--- config.mk ---
export PLATFORM = sky130hd
export DESIGN_NAME = ocp_guard
export DESIGN_NICKNAME = d
export VERILOG_FILES = /design/src/rtl/ocp_pkg.sv /design/src/rtl/ocp_sync.sv /design/src/rtl/ocp_delay_cnt.sv /design/src/rtl/ocp_fsm.sv /design/src/rtl/ocp_guard.sv
export SDC_FILE = /design/constraint.sdc
export NUM_CORES = 1
export LEC_CHECK = 0
export CORE_AREA = 4 4 41 43
export DETAILED_ROUTE_END_ITERATION = 10
export DIE_AREA = 0 0 45 47
export DONT_BUFFER_PORTS = 1
export REMOVE_ABC_BUFFERS = 1
export SYNTH_ARGS = -nofsm -noshare
export SYNTH_HDL_FRONTEND = slang
export SYNTH_SLANG_ARGS = --single-unit
--- constraint.sdc ---
create_clock -name clk -period 1.45 [get_ports clk]
set_input_delay 0.3625 -clock clk [delete_from_list [all_inputs] [get_ports clk]]
set_output_delay 0.3625 -clock clk [all_outputs]
set_load 0.01 [all_outputs]
--- src/rtl/ocp_pkg.sv ---
package ocp_pkg;
  typedef enum logic [1:0] {
    ST_NORMAL = 2'd0,
    ST_DELAY  = 2'd1,
    ST_OC     = 2'd2
  } ocp_state_e;
endpackage

--- src/rtl/ocp_sync.sv ---
module ocp_sync #(
  parameter int WIDTH  = 3,
  parameter int STAGES = 2
) (
  input  logic             clk,
  input  logic             rst_n,
  input  logic [WIDTH-1:0] d_i,
  output logic [WIDTH-1:0] q_o
);
  logic [WIDTH-1:0] stage_q [STAGES];

  generate
    for (genvar s = 0; s < STAGES; s++) begin : g_stage
      if (s == 0) begin : g_first
        always_ff @(posedge clk or negedge rst_n) begin
          if (!rst_n) stage_q[s] <= '0;
          else        stage_q[s] <= d_i;
        end
      end else begin : g_next
        always_ff @(posedge clk or negedge rst_n) begin
          if (!rst_n) stage_q[s] <= '0;
          else        stage_q[s] <= stage_q[s-1];
        end
      end
    end
  endgenerate

  assign q_o = stage_q[STAGES-1];
endmodule

--- src/rtl/ocp_delay_cnt.sv ---
module ocp_delay_cnt #(
  parameter int DELAY_TICKS = 10
) (
  input  logic clk,
  input  logic rst_n,
  input  logic run_i,
  input  logic tick_i,
  output logic done_o
);
  localparam int CW = $clog2(DELAY_TICKS + 1);
  localparam logic [CW-1:0] LIMIT = CW'(DELAY_TICKS);

  logic [CW-1:0] cnt_q, cnt_d;
  logic          cnt_en;

  assign done_o = (cnt_q == LIMIT);
  assign cnt_en = !run_i || (tick_i && !done_o);

  always_comb begin
    if (!run_i) cnt_d = '0;
    else        cnt_d = cnt_q + CW'(1);
  end

  always_ff @(posedge clk or negedge rst_n) begin
    if (!rst_n)      cnt_q <= '0;
    else if (cnt_en) cnt_q <= cnt_d;
  end
endmodule

--- src/rtl/ocp_fsm.sv ---
module ocp_fsm
  import ocp_pkg::*;
(
  input  logic       clk,
  input  logic       rst_n,
  input  logic       above_s,
  input  logic       below_s,
  input  logic       load_s,
  input  logic       cnt_done,
  output logic       cnt_run,
  output ocp_state_e state_q,
  output logic       chg_en_o
);
  ocp_state_e state_d;
  logic       release_req;

  assign release_req = below_s || (load_s && !above_s);

  always_comb begin
    state_d = state_q;
    unique case (state_q)
      ST_NORMAL: if (above_s) state_d = ST_DELAY;
      ST_DELAY: begin
        if (!above_s)     state_d = ST_NORMAL;
        else if (cnt_done) state_d = ST_OC;
      end
      ST_OC:     if (release_req) state_d = ST_NORMAL;
      default:   state_d = ST_NORMAL;
    endcase
  end

  always_ff @(posedge clk or negedge rst_n) begin
    if (!rst_n) state_q <= ST_NORMAL;
    else        state_q <= state_d;
  end

  assign cnt_run  = (state_q == ST_DELAY) && above_s;
  assign chg_en_o = (state_q != ST_OC);
endmodule

--- src/rtl/ocp_guard.sv ---
module ocp_guard
  import ocp_pkg::*;
#(
  parameter int DELAY_TICKS = 10,
  parameter int SYNC_STAGES = 2
) (
  input  logic clk,
  input  logic rst_n,
  input  logic tick_i,
  input  logic above_det_i,
  input  logic below_rel_i,
  input  logic load_only_i,
  output logic chg_en_o
);
  localparam int NFLAG = 3;

  logic [1:0]       rst_pipe_q;
  logic             rst_sync_n;
  logic [NFLAG-1:0] flags_s;
  logic             above_s, below_s, load_s;
  logic             cnt_run, cnt_done;
  ocp_state_e       state_q;

  always_ff @(posedge clk or negedge rst_n) begin
    if (!rst_n) rst_pipe_q <= 2'b00;
    else        rst_pipe_q <= {rst_pipe_q[0], 1'b1};
  end
  assign rst_sync_n = rst_pipe_q[1];

  ocp_sync #(.WIDTH(NFLAG), .STAGES(SYNC_STAGES)) u_sync (
    .clk   (clk),
    .rst_n (rst_sync_n),
    .d_i   ({load_only_i, below_rel_i, above_det_i}),
    .q_o   (flags_s)
  );
  assign above_s = flags_s[0];
  assign below_s = flags_s[1];
  assign load_s  = flags_s[2];

  ocp_delay_cnt #(.DELAY_TICKS(DELAY_TICKS)) u_cnt (
    .clk    (clk),
    .rst_n  (rst_sync_n),
    .run_i  (cnt_run),
    .tick_i (tick_i),
    .done_o (cnt_done)
  );

  ocp_fsm u_fsm (
    .clk      (clk),
    .rst_n    (rst_sync_n),
    .above_s  (above_s),
    .below_s  (below_s),
    .load_s   (load_s),
    .cnt_done (cnt_done),
    .cnt_run  (cnt_run),
    .state_q  (state_q),
    .chg_en_o (chg_en_o)
  );
endmodule

## After elaboration in Yosys (flattened, before gate mapping)

Cells that the tools add are included.

- Word-level logic and storage cells: 29
- Bits of input ports: 6
- Flip-flop bits (word level): 14
- Output and inout port bits: 1

- Equality and inequality tests: 7
- Mux-type cells: 6
- Reductions and logical operators: 10
- Add/subtract/negate cells: 1

Operators with widths:

| operator | count |
|---|---|
| two-way mux 2 bit | 4 |
| case mux 2 bit (3 select lines) | 1 |
| adder 4 x 1 -> 4 bit (second input constant) | 1 |
| == test 4 bit (second input constant) | 1 |
| two-way mux 4 bit | 1 |
| != test 2 x 1 -> 1 bit (second input constant) | 2 |
| logical AND 1 bit | 3 |
| logical NOT 1 bit | 3 |
| != test 3 x 2 -> 1 bit (second input constant) | 1 |
| AND reduction 3 bit | 1 |
| == test 2 x 1 -> 1 bit (second input constant) | 1 |
| == test 2 bit (second input constant) | 1 |
| logical NOT 2 bit | 1 |
| logical OR 1 bit | 2 |
| != test 2 bit (second input constant) | 1 |

## Logic depth before layout (Yosys ltp)

Gate-level depths: netlist (run 1).

- Depth in word-level cells: 5
- Mapped depth: 5
- Depth with buffers taken out: 5

## Cells and area by module

A second synthesis (run 1) with hierarchy kept.

- Cells, all modules: 45
- Area total of the unflattened synthesis: 566.8 sq um

By module, submodules not included:

| module | sequential area each (sq um) | cells an instance | area each (sq um) | times used |
|---|---|---|---|---|
| ocp_delay_cnt | 100.1 | 22 | 232.7 | 1 |
| ocp_sync | 150.1 | 9 | 172.7 | 1 |
| ocp_fsm | 50.0 | 11 | 107.6 | 1 |
| ocp_guard | 50.0 | 3 | 53.8 | 1 |

## Worst setup path after synthesis (run 1)

OpenSTA, ideal clock, no wires.

- Path type: reg2reg
- Start point: reg u_cnt.cnt_q[0]
- End point: reg u_cnt.cnt_q[2]
- Arrival: 1.265 ns
- Data required time: 1.375 ns
- Buffers on the path: 0
- Stages on the path, launching flop included: 6
- Setup slack: 0.111 ns
- Library setup time: 0.075 ns
- Period minus slack after synthesis: 1.339 ns
- Cells stage by stage: dfrtp_1 > inv_1 > ha_1 > and3b_1 > or3_1 > a21oi_2

- Longest elaborated chain between the ends: 4
- Elaborated cells on any way between the ends: 6
- Classes of those cells: 1 x add/sub; 1 x eq/ne; 1 x mux; 3 x reduce/logical

Ends and longest elaborated chain:

| item | line | text |
|---|---|---|
| start: declaration | ocp_delay_cnt.sv:13 | `logic [CW-1:0] cnt_q, cnt_d;` |
| start signal: assignment | ocp_delay_cnt.sv:26 | `else if (cnt_en) cnt_q <= cnt_d;` |
| branches (longest 4 deep; another with adder 4 x 1 -> 4 bit) | n/a |  |

Parallel ways; which one is timed is not known.
A chain may end at the register's enable or synchronous reset.

## Final worst setup path (run 1)

Same ends and word-level chain as after synthesis.

==> results.py, run 1 <==
metrics = {
    "layout": {
        "final_cell_mix": "dfrtp_1 (14), a21oi_1 (3), clkbuf_4 (3)",
        "fillers": 127,
        "fin_util_pct": 46.4,
        "drive_above_1_share_pct": 21.3,
        "fin_nets": 56,
        "final_common_cell": "dfrtp_1",
        "multi_input_area_um2": 166,
        "syn_to_final_growth_pct": 17.2,
        "diodes": 0,
        "layout.area.seq_um2": 350,
    },
    "worst_hold_path": {
        "hold_class": "in -> reg",
    },
    "run": {
        "drv_cap": 0,
    },
    "floorplanning": {
        "io_pins": 7,
        "dieHeight_um": 47,
        "dieArea_um2": 2120,
        "rows": 13,
        "die_w_um": 45,
        "start_util_pct": 39.6,
        "core_region_area_um2": 1300,
    },
    "timing": {
        "clock_skew_ns": 0.00861,
        "min_period_ns": 1.41,
        "setup_viol": 0,
        "hold_violations": 0,
        "finalCritPeriodShare_pct": 97.4,
        "maxSlewViolCount": 0,
        "clock.fmax_mhz": 708,
    },
    "cts": {
        "h-tree-depth": 1,
        "cts_buffer_depth": 2,
        "cts_tree": "built",
        "clkTransAtPathRegs_ns": 0.08,
        "insertion_delay_ns": 0.28,
        "cts-buffers-inserted": 3,
        "root_buffer": "clkbuf_4",
        "cts_sinks": 14,
    },
    "route": {
        "drc": 0,
        "ant_nets": 0,
        "drt_iter0_drc": 5,
        "via_count": 326,
        "firstDrtPassIters": 4,
        "wl_per_cell_um": 13.1,
        "vias_per_cell": 5.26,
        "finalWirelength_um": 813,
    },
    "logic_synthesis": {
        "synth_top_cells_by_area": "dfrtp_1 (68%), ha_1 (4.9%), a21oi_1 (2.9%)",
        "yosysSeqAreaShare_pct": 68.0,
        "yosys.area.top_type_share_pct": 68.0,
        "avgSynthCellArea_um2": 12.9,
        "synthesis.area_um2": 515,
        "yosysTopAreaCell": "dfrtp_1",
        "syn-instance-count": 40,
        "yosysUniqueCellTypes": 18,
        "ys_ff_latch": 14,
        "yosysWarnings": 0,
    },
    "grt": {
        "grt_usage_pct": 9.43,
        "grt_antenna_before_repair": 0,
        "grt_max_degree": 13,
        "grt_pass1_vias": 309,
        "grt.overflow.total": 0,
        "grt_pass1_wl_um": 1330,
    },
    "placed_design": {
        "dp_hpwl_um": 607,
        "io_buffer_count": 0,
        "place_congestion": 0.715,
    },
    "pwr": {
        "cellPowerDensity_nw_per_um2": 1170,
        "finalPower_w": 0.000710,
        "p_leak_nw": 0.271,
        "ir_drop_mv": 0.607,
    },
    "status": {
        "run_status": "complete, no violations",
    },
    "worst_setup_path": {
        "cp-end-kind": "register",
        "start_kind": "register",
        "crit_fanout": 5,
        "required_ns": 1.66,
        "cp.arrival_ns": 1.63,
        "crit_type": "reg -> reg",
    },
}
-- flip-flops by register name, summed over array words and instances (netlist names) --
register and cells:
u_cnt.cnt_q 4, rst_pipe_q 2, u_fsm.state_q 2, u_sync.stage_q 3
u_sync.q_o 3
-- cell type report --
type                            count  area share [%]
Clock buffer                        4            6.00
Tap cell                           15            3.11
Timing Repair Buffer                3            4.14
Inverter                            2            1.24
Multi-Input combinational cell     24            27.5
Sequential cell                    14            58.0
-- synth_stat cells --
cell type / count
dfrtp_1: 14
a21oi_1: 3
ha_1: 2
inv_1: 2
nand2_1: 2
nand2b_1: 2
nand3b_1: 2
o21ai_0: 2
or3_1: 2
a21oi_2: 1
and3b_1: 1
conb_1: 1
nand3_1: 1
nand4_1: 1
nor2_1: 1
nor2b_1: 1
o32ai_1: 1
xor2_1: 1
-- logic make-up after synthesis --
| family | synth area share, % |
|---|---|
| buffers and inverters | 1.46 |
| adder cells (fa/ha/maj) | 4.85 |
| XOR/XNOR | 1.70 |
| other | 0.727 |
| AO/OA/AOI/OAI | 8.25 |
| AND/OR/NAND/NOR | 15.0 |
| flip-flops | 68.0 |
-- where the power goes --
part	switching [W]	internal (W)
Combinational	0.00000985	0.0000103
Clock	0.000122	0.000153
Sequential	0.0000111	0.000404
Total	0.000143	0.000567
-- through the flow --
step                      cell area (um^2)  hold WS, ns  setup slack, ns  TNS, ns  std cells
after floorplan                        515       0.0669            0.111        0         40
after global placement                 542       0.0670            0.101        0         56
after detailed placement               542       0.0670           0.0357        0         56
after CTS                              588       0.0931          0.00885        0         61
after global routing                   604       0.0807          -0.0113  -0.0121         62
final                                  604        0.101           0.0380        0         62
-- worst max-delay path, stage by stage, from the launching register on --
cell     delay, ns
dfrtp_1       0.37
inv_1         0.07
ha_2          0.19
and3b_2       0.23
or3_4         0.37
a21oi_2       0.12
-- routing by layer --
layer | up-vias | wire length [um] | global-route usage, %
met2 | 10 | 413 | 14.7
li1 | 151 | - | -
met4 | 0 | 23 | 8.77
met1 | 162 | 322 | 9.64
met3 | 3 | 53 | 3.83
met5 | - | 0 | 0
-- final timing paths --
kind	startpoint	slack (ns)	endpoint	cells after the start
worst max register to register	u_cnt.cnt_q[0]	0.04	u_cnt.cnt_q[2]	5
max in group asynchronous	rst_pipe_q[1]	0.96	u_sync.q_o[2]	0
worst min-delay path	below_rel_i	0.10	u_sync.stage_q[4]	0
worst max-delay path	u_cnt.cnt_q[0]	0.04	u_cnt.cnt_q[2]	5
min in group asynchronous	rst_pipe_q[1]	0.17	u_cnt.cnt_q[2]	0
worst min register to register	rst_pipe_q[1]	0.17	u_cnt.cnt_q[2]	0
-- repair_timing --
| action | 4_1_cts | 5_1_grt |
|---|---|---|
| endpoints found under the hold margin | 2 | 0 |
| resized for setup | 0 | 3 |
| hold buffers | 1 | 0 |
| buffers inserted | 0 | 1 |
| setup endpoints to repair | 0 | 2 |
Power figures use the tool's default switching activity.
==> inputs of run 2 (changes only) <==
--- a/config.mk
+++ b/config.mk
@@ -6,6 +6,7 @@
 export NUM_CORES = 1
 export LEC_CHECK = 0
 export CORE_AREA = 4 4 41 43
+export CTS_BUF_LIST = sky130_fd_sc_hd__clkbuf_8
 export DETAILED_ROUTE_END_ITERATION = 10
 export DIE_AREA = 0 0 45 47
 export DONT_BUFFER_PORTS = 1
==> run 2 against run 1 <==
Effect of this change: critical path depth stayed put; combinational power up 2%; clock skew fell by 0.0032 ns; worst hold slack improved by 0.039 ns; via count did not move; power grew 14%; final area is 3.1% higher; first-iteration DRC count is 60% higher; clock power increased by 36%; sequential power about the same; setup slack got worse by 0.0025 ns; critical path type unchanged; largest cell class unchanged; largest power group unchanged.
==> results.py, run 2 (synthesis gave the netlist of run 1 again) <==
metrics = {
    "floorplanning": {
        "dieHeight_um": 47,
        "io_pins": 7,
        "start_util_pct": 39.6,
        "die_w_um": 45,
        "rows": 13,
        "core_region_area_um2": 1300,
        "dieArea_um2": 2120,
    },
    "worst_setup_path": {
        "cp-end-kind": "register",
        "cp.buffers_inverters": 1,
        "slowest_delay_ns": 0.37,
        "crit_family": "simple AND/OR/NAND/NOR gates",
        "crit_type": "reg -> reg",
        "critPathSlowestCell": "or3_4",
        "crit_fanout": 5,
        "cp.arrival_ns": 1.59,
        "path_cells": "inv_1, ha_2, and3b_2, or3_4, a21oi_2",
        "start_kind": "register",
        "required_ns": 1.63,
    },
    "layout": {
        "syn_to_final_growth_pct": 20.9,
        "fin_area_um2": 623,
        "final_cell_mix": "dfrtp_1 (14), clkbuf_8 (4), a21oi_1 (3)",
        "final_common_cell": "dfrtp_1",
        "diodes": 0,
        "fin_nets": 56,
        "multi_input_area_um2": 166,
        "largest-register": "u_cnt.cnt_q",
        "fillers": 126,
        "largest_register_ffs": 4,
        "layout.cells.non_filler": 62,
        "drive_above_1_share_pct": 21.3,
        "layout.area.seq_um2": 350,
    },
    "route": {
        "drc": 0,
        "finalWirelength_um": 845,
        "via_count": 326,
        "ant_nets": 0,
        "wl_per_cell_um": 13.6,
        "firstDrtPassIters": 4,
        "vias_per_cell": 5.26,
        "drt_iter0_drc": 8,
    },
    "pwr": {
        "power_frac_clock_pct": 46.0,
        "intPower_w": 0.000656,
        "switchingPower_w": 0.000154,
        "combPwrFrac_pct": 2.5,
        "p_seq_share_pct": 51.4,
        "ir_drop_mv": 0.688,
        "cellPowerDensity_nw_per_um2": 1300,
        "p_leak_nw": 0.279,
        "p_sw_share_pct": 19.0,
    },
    "cts": {
        "clkTransAtPathRegs_ns": 0.06,
        "insertion_delay_ns": 0.25,
        "cts_sinks": 14,
        "h-tree-depth": 1,
        "root_buffer": "clkbuf_8",
        "cts_buffer_depth": 2,
        "cts-buffers-inserted": 3,
        "cts_tree": "built",
    },
    "placed_design": {
        "dp_hpwl_um": 607,
        "dpl_cell_area_um2": 542,
        "place_inst": 56,
        "place_congestion": 0.715,
        "io_buffer_count": 0,
    },
    "grt": {
        "grt_pass1_wl_um": 1360,
        "grt_pass1_vias": 312,
        "grt_max_degree": 13,
        "grt_antenna_before_repair": 0,
        "grt.overflow.total": 0,
        "grt_usage_pct": 9.75,
    },
    "worst_hold_path": {
        "hold_class": "in -> reg",
    },
    "run": {
        "drv_cap": 0,
    },
    "timing": {
        "setup_viol": 0,
        "min_period_ns": 1.41,
        "clock.fmax_mhz": 707,
        "maxSlewViolCount": 0,
        "hold_violations": 0,
        "clock_skew_ns": 0.00542,
        "finalCritPeriodShare_pct": 97.6,
        "finalSetupTns_ns": 0,
    },
    "status": {
        "run_status": "complete, no violations",
    },
}
[run 2: cell types whose count changed in the layout (fill, tap and decap cells not counted)]
cell	previous run	this run
clkbuf_4	3	0
clkbuf_8	1	4
[run 2: final timing paths]
path	from	endpoint	slack, ns	cells past startpoint
worst max register to register	u_cnt.cnt_q[0]	u_cnt.cnt_q[2]	0.04	5
worst min register to register	rst_pipe_q[1]	u_cnt.cnt_q[2]	0.18	0
worst min-delay path	below_rel_i	u_sync.stage_q[4]	0.14	0
min in group asynchronous	rst_pipe_q[1]	u_cnt.cnt_q[2]	0.18	0
worst max-delay path	u_cnt.cnt_q[0]	u_cnt.cnt_q[2]	0.04	5
max in group asynchronous	rst_pipe_q[1]	u_sync.q_o[0]	0.96	0
[run 2: through the flow]
step | setup slack, ns | utilization [%] | hold slack (ns) | power, W
5_1_grt | -0.00448 | 47.9 | 0.123 | 0.000853
6_report | 0.0355 | 47.9 | 0.140 | 0.000810
4_1_cts | 0.0148 | 46.6 | 0.133 | 0.000822
3_3_place_gp | 0.101 | 41.6 | 0.0670 | 0.000436
2_1_floorplan | 0.111 | - | 0.0669 | 0.000431
3_5_place_dp | 0.0357 | 41.6 | 0.0670 | 0.000439
[run 2: cell type report]
class	count	area share (%)
Clock buffer	4	8.84
Timing Repair Buffer	3	4.02
Inverter	2	1.20
Sequential cell	14	56.2
Multi-Input combinational cell	24	26.7
Tap cell	15	3.01
[run 2: power by group through the flow]
stage                     clock [W]  combinational, W  sequential, W
after global placement            0         0.0000137       0.000423
after CTS                  0.000387         0.0000179       0.000417
after floorplan                   0         0.0000102       0.000421
final                      0.000373         0.0000205       0.000417
after global routing       0.000412         0.0000228       0.000419
after detailed placement          0         0.0000150       0.000424
[run 2: what timing repair did]
action | in CTS | in global routing
hold buffers | 1 | 0
gates resized for setup | 0 | 3
endpoints found under the setup margin | 0 | 2
hold endpoints to repair | 2 | 0
setup buffers | 0 | 1
[run 2: routing by layer]
layer	GRT usage, %	part of all wire [%]	vias up
met3	4.98	7.0	3
met1	9.88	38	160
li1	-	-	151
met5	0	0	-
met4	8.77	3.6	0
met2	14.7	51	12
